$ cat config.mk
export PLATFORM = sky130hd
export DESIGN_NAME = gyro_selftest_seq
export DESIGN_NICKNAME = d
export VERILOG_FILES = /design/src/rtl/gst_pkg.sv /design/src/rtl/gst_accum.sv /design/src/rtl/gst_window.sv /design/src/rtl/gyro_selftest_seq.sv
export SDC_FILE = /design/constraint.sdc
export NUM_CORES = 1
export LEC_CHECK = 0
export ABC_CLOCK_PERIOD_IN_PS = 9500
export BUFFER_PORTS_ARGS = -buffer_cell sky130_fd_sc_hd__buf_2
export CAP_MARGIN = 20
export CORE_AREA = 2 2 106 108
export CTS_BUF_LIST = sky130_fd_sc_hd__clkbuf_16
export DETAILED_ROUTE_END_ITERATION = 10
export DIE_AREA = 0 0 108 110
export PLACE_DENSITY_LB_ADDON = 0.05
export SLEW_MARGIN = 40
export SYNTH_ARGS = -nofsm -noshare
export SYNTH_HDL_FRONTEND = slang
export SYNTH_SLANG_ARGS = --single-unit
export TNS_END_PERCENT = 30
$ cat constraint.sdc
create_clock -name clk -period 9.5 [get_ports clk]
set_input_delay 0.95 -clock clk [delete_from_list [all_inputs] [get_ports clk]]
set_output_delay 0.95 -clock clk [all_outputs]
set_load 0.005 [all_outputs]
$ cat src/rtl/gst_pkg.sv
package gst_pkg;
    typedef enum logic [3:0] {
        S_IDLE,
        S_WARM,
        S_BASE,
        S_NDROP,
        S_NAVG,
        S_NREL,
        S_PDROP,
        S_PAVG,
        S_PREL,
        S_JUDGE
    } seq_state_t;
endpackage

$ cat src/rtl/gst_accum.sv
module gst_accum #(
    parameter int SMP_W    = 12,
    parameter int AVG_LOG2 = 2
) (
    input  logic                    clk,
    input  logic                    rst_n,
    input  logic                    clr,
    input  logic                    add,
    input  logic signed [SMP_W-1:0] din,
    output logic signed [SMP_W-1:0] avg_nx
);
    localparam int SUM_W = SMP_W + AVG_LOG2;

    logic signed [SUM_W-1:0] sum_q;
    logic signed [SUM_W-1:0] sum_nx;

    // Running sum including the sample presented this cycle.
    assign sum_nx = sum_q + SUM_W'(din);
    assign avg_nx = SMP_W'(sum_nx >>> AVG_LOG2);

    always_ff @(posedge clk or negedge rst_n) begin
        if (!rst_n)
            sum_q <= '0;
        else if (clr)
            sum_q <= '0;
        else if (add)
            sum_q <= sum_nx;
    end
endmodule

$ cat src/rtl/gst_window.sv
module gst_window #(
    parameter int DW = 13,
    parameter int LO = 121,
    parameter int HI = 376
) (
    input  logic signed [DW-1:0] d,
    output logic                 ok
);
    localparam logic signed [DW-1:0] LO_V = DW'(LO);
    localparam logic signed [DW-1:0] HI_V = DW'(HI);

    assign ok = (d >= LO_V) && (d <= HI_V);
endmodule

$ cat src/rtl/gyro_selftest_seq.sv
module gyro_selftest_seq
    import gst_pkg::*;
#(
    parameter int SMP_W      = 12,
    parameter int AVG_LOG2   = 2,
    parameter int DISCARD    = 4,
    parameter int WARMUP_CYC = 1000,
    parameter int ST_MIN     = 121,
    parameter int ST_MAX     = 376
) (
    input  logic                    clk,
    input  logic                    rst_n,
    input  logic                    start,
    input  logic                    smp_valid,
    input  logic signed [SMP_W-1:0] smp_data,
    output logic                    st_neg,
    output logic                    st_pos,
    output logic                    busy,
    output logic                    pass_neg,
    output logic                    pass_pos,
    output logic signed [SMP_W:0]   delta_neg,
    output logic signed [SMP_W:0]   delta_pos
);
    localparam int DW     = SMP_W + 1;
    localparam int N_AVG  = 1 << AVG_LOG2;
    localparam int MAX_A  = (WARMUP_CYC > N_AVG) ? WARMUP_CYC : N_AVG;
    localparam int MAX_C  = (MAX_A > DISCARD) ? MAX_A : DISCARD;
    localparam int CNT_W  = $clog2(MAX_C + 1);
    localparam logic [CNT_W-1:0] LAST_WARM = CNT_W'(WARMUP_CYC - 1);
    localparam logic [CNT_W-1:0] LAST_AVG  = CNT_W'(N_AVG - 1);
    localparam logic [CNT_W-1:0] LAST_DROP = CNT_W'(DISCARD - 1);

    seq_state_t state_q, state_nx;
    logic [CNT_W-1:0] cnt_q;
    logic signed [SMP_W-1:0] base_q;
    logic signed [SMP_W-1:0] avg_nx;
    logic avg_phase, drop_phase;
    logic warm_done, avg_done, drop_done;
    logic ok_neg, ok_pos;

    assign warm_done = (cnt_q == LAST_WARM);
    assign avg_done  = smp_valid && (cnt_q == LAST_AVG);
    assign drop_done = smp_valid && (cnt_q == LAST_DROP);

    // Next-state logic
    always_comb begin
        state_nx = state_q;
        unique case (state_q)
            S_IDLE:  if (start)     state_nx = S_WARM;
            S_WARM:  if (warm_done) state_nx = S_BASE;
            S_BASE:  if (avg_done)  state_nx = S_NDROP;
            S_NDROP: if (drop_done) state_nx = S_NAVG;
            S_NAVG:  if (avg_done)  state_nx = S_NREL;
            S_NREL:  if (drop_done) state_nx = S_PDROP;
            S_PDROP: if (drop_done) state_nx = S_PAVG;
            S_PAVG:  if (avg_done)  state_nx = S_PREL;
            S_PREL:  if (drop_done) state_nx = S_JUDGE;
            S_JUDGE:                state_nx = S_IDLE;
            default:                state_nx = S_IDLE;
        endcase
    end

    // State register
    always_ff @(posedge clk or negedge rst_n) begin
        if (!rst_n) state_q <= S_IDLE;
        else        state_q <= state_nx;
    end

    // Outputs decoded from the state
    always_comb begin
        st_neg     = 1'b0;
        st_pos     = 1'b0;
        avg_phase  = 1'b0;
        drop_phase = 1'b0;
        unique case (state_q)
            S_NDROP: begin st_neg = 1'b1; drop_phase = 1'b1; end
            S_NAVG:  begin st_neg = 1'b1; avg_phase  = 1'b1; end
            S_PDROP: begin st_pos = 1'b1; drop_phase = 1'b1; end
            S_PAVG:  begin st_pos = 1'b1; avg_phase  = 1'b1; end
            S_BASE:  avg_phase  = 1'b1;
            S_NREL,
            S_PREL:  drop_phase = 1'b1;
            default: ;
        endcase
        busy = (state_q != S_IDLE);
    end

    gst_accum #(
        .SMP_W   (SMP_W),
        .AVG_LOG2(AVG_LOG2)
    ) u_accum (
        .clk   (clk),
        .rst_n (rst_n),
        .clr   (!avg_phase),
        .add   (avg_phase && smp_valid),
        .din   (smp_data),
        .avg_nx(avg_nx)
    );

    gst_window #(.DW(DW), .LO(-ST_MAX), .HI(-ST_MIN)) u_win_neg (
        .d (delta_neg),
        .ok(ok_neg)
    );

    gst_window #(.DW(DW), .LO(ST_MIN), .HI(ST_MAX)) u_win_pos (
        .d (delta_pos),
        .ok(ok_pos)
    );

    // Phase counter, baseline and result registers
    always_ff @(posedge clk or negedge rst_n) begin
        if (!rst_n) begin
            cnt_q     <= '0;
            base_q    <= '0;
            delta_neg <= '0;
            delta_pos <= '0;
            pass_neg  <= 1'b0;
            pass_pos  <= 1'b0;
        end else begin
            if (state_nx != state_q)
                cnt_q <= '0;
            else if (state_q == S_WARM || ((avg_phase || drop_phase) && smp_valid))
                cnt_q <= cnt_q + 1'b1;

            if (state_q == S_IDLE && start) begin
                delta_neg <= '0;
                delta_pos <= '0;
                pass_neg  <= 1'b0;
                pass_pos  <= 1'b0;
            end
            if (state_q == S_BASE && avg_done)
                base_q <= avg_nx;
            if (state_q == S_NAVG && avg_done)
                delta_neg <= {avg_nx[SMP_W-1], avg_nx} - {base_q[SMP_W-1], base_q};
            if (state_q == S_PAVG && avg_done)
                delta_pos <= {avg_nx[SMP_W-1], avg_nx} - {base_q[SMP_W-1], base_q};
            if (state_q == S_JUDGE) begin
                pass_neg <= ok_neg;
                pass_pos <= ok_pos;
            end
        end
    end
endmodule

==> results.cfg <==
[setup_path]
start_kind = input port
cp_max_fo = 4
worstPathRequired_ns = 9.68
r2r_setup_slack_ns = 5.89
worst_ep_arrival_time_ns = 4.14
reg2reg_depth = 14
cp-endpoint = delta_pos[11]
critical_path_class = in2reg
critPathLaunch = smp_data[0]
rr_startpoint = u_accum.sum_q[0]
end_kind = flip-flop
worstReg2RegEnd = delta_pos[11]

[synthesis]
yosysMostFrequentCell = dfrtp_1
synth_adder_area_share = 0.0870
synth_compound_area_frac = 0.168
ys_seq_area_frac = 0.405
synth_area_um2 = 4200
yosys.area_share.simple = 0.185
async_flop_share = 1.00
ys_seq_elements = 68
syn_avg_cell_area_um2 = 9.63
yosys-top-cells-count = dfrtp_1, o21ai_0, nor2_1
synth_area_leaders = dfrtp_1, ha_1, o21ai_0, nand3_1, xor2_1
synth_xor_area_frac = 0.0688
yosys_warnings = 0
synth-edff-count = 0
synth_mux_area_frac = 0.0524
synth_top_area_cell = dfrtp_1
synth_flop_cell = dfrtp_1
synth_top_family_by_area = simple AND/OR/NAND/NOR gates
synthCells = 436
ys_types = 59
synth_top_area_share = 0.405
syn_nets = 480

[clocking]
post_cts_buffers = 0
cts_buffers = 9
tritoncts = done
numClockSinks = 68
root_buffer = clkbuf_16
hold_buffers = 0
ctsResizeCount = 0
clock_latency_ns = 0.32
clk_pin_slew_worst_paths_ns = 0.05
cts.htree.levels = 3
clock_path_buffers = 2

[floorplan]
io_pins = 47
initial_core_util = 0.393
fp-row-count = 38
die_w_um = 108
die-area_um2 = 11900
core_um2 = 10700
die_y_um = 110

[sta]
relSlewSlack = 0.519
post-route-min-period_ns = 3.97
drv_slew = 0
setup-violations-final = 0
setup_tns_ns = 0
max_slew.worst_pin.slew_ns = 0.719
fin_skew_ns = 0.0101
rsz0062_at_grt = no
max_freq_mhz = 252
hold_viol_final = 0
finalCritPeriodShare = 0.418
holdWs_ns = 0.479

[grt]
grt_antenna_before_repair = 0
overflow = 0
grt_pass1_wl_mm = 15.5
grt_max_degree = 69
grt_pass1_vias = 3178
grt_usage = 0.166

[drt]
via_count = 3292
wl_per_cell_um = 14.8
drc_errors = 0
drt_pre_antenna_iters = 4
wirelength_mm = 9.22
drtIter0Drc = 137
via_per_inst = 5.28
postRouteAntennaNets = 0

[finish]
nets = 522
drive_above_1_share = 0.170
antenna_cells = 0
synthToLayoutAreaGrowth_pct = 15.8

[pwr]
p_leak_nw = 2.40
ir_drop_uv = 87.6
p_total_mw = 0.815
power_density_nw_per_um2 = 168

[placed_design]
dpl.hpwl_mm = 6.61
gp_congestion = 0.788
port_buffers = 46

[run]
max_cap_viol_count = 0

[outcome]
outcome = finished clean

[hold_path]
hold_class = reg2reg
==> critical path, stage by stage <==
cell     delay, ns
buf_2         0.10
ha_1          0.23
fa_1          0.43
a21oi_1       0.26
o21ai_0       0.21
and3_2        0.26
o41ai_1       0.31
xor2_1        0.27
inv_1         0.07
ha_1          0.21
or3_1         0.36
o21ai_0       0.08
a31oi_1       0.07
xnor2_1       0.20
o21ai_0       0.12
==> state kept, by name, summed over array words and instances, names as in the netlist <==
| name | flops |
|---|---|
| state_q | 4 |
| cnt_q | 10 |
| delta_pos | 13 |
| pass_pos | 1 |
| delta_neg | 13 |
| base_q | 12 |
| pass_neg | 1 |
| u_accum.sum_q | 14 |
==> layer usage <==
layer	share of wire	GRT usage
met5	0	0
met1	0.52	0.233
met3	0.034	0.0364
met4	0.011	0.0522
met2	0.44	0.258
==> cell type report <==
type                       instances  area [um^2]
clock buffer                       9          225
sequential                        68         1700
tap                              140          175
multi-input combinational        333         2360
fill                            1067         5840
clock inverter                     7         83.8
inverter                          18         67.6
timing repair buffer              48          249
==> worst min-delay path by stage <==
stage                     cells past startpoint  startpoint    endpoint
after floorplan                               2  base_q[10]  base_q[10]
after CTS                                     2  base_q[10]  base_q[10]
after global placement                        2  base_q[10]  base_q[10]
final                                         2  base_q[10]  base_q[10]
after global routing                          1   base_q[8]   base_q[8]
after detailed placement                      2  base_q[10]  base_q[10]
==> stage by stage <==
| step | instances | instance area [um^2] | setup slack (ns) | utilization |
|---|---|---|---|---|
| after CTS | 622 | 4850 | 5.53 | 0.454 |
| after detailed placement | 606 | 4550 | 5.25 | 0.425 |
| final | 623 | 4860 | 5.53 | 0.455 |
| after floorplan | 436 | 4200 | 5.74 | - |
| after global routing | 623 | 4860 | 5.34 | 0.455 |
| after global placement | 606 | 4540 | 5.34 | 0.424 |
==> cells in the final DEF (no fill, tap or decap), drive strengths merged, types with 3 or more instances in the layout <==
cell / n
nor4: 3
a21oi: 18
nor3: 4
a211oi: 3
mux2i: 13
o21ai: 40
inv: 20
and2: 3
dfrtp: 68
and3: 10
xnor2: 16
mux2: 8
o41ai: 3
nand2b: 6
a21o: 7
nor2b: 4
ha: 26
xor2: 17
clkbuf: 9
nand4: 11
or3: 5
a31oi: 5
nand3: 31
o21a: 5
buf: 48
nand2: 25
nor2: 37
==> logic make-up (layout without fill, tap and decap cells) <==
| family | after synthesis | count (layout) |
|---|---|---|
| buffers and inverters | 35 | 82 |
| AND/OR/NAND/NOR | 149 | 149 |
| adder cells (fa/ha/maj) | 28 | 28 |
| multiplexers | 21 | 21 |
| flip-flops | 68 | 68 |
| AO/OA/AOI/OAI | 102 | 102 |
| XOR/XNOR | 33 | 33 |
==> report_power, final <==
| part | switching [mW] | internal [mW] | total [mW] |
|---|---|---|---|
| clock | 0.121 | 0.226 | 0.348 |
| sequential | 0.0252 | 0.303 | 0.328 |
| combinational | 0.0852 | 0.0536 | 0.139 |
| total | 0.232 | 0.583 | 0.815 |
No activity file was read; power rests on OpenSTA's default activity.
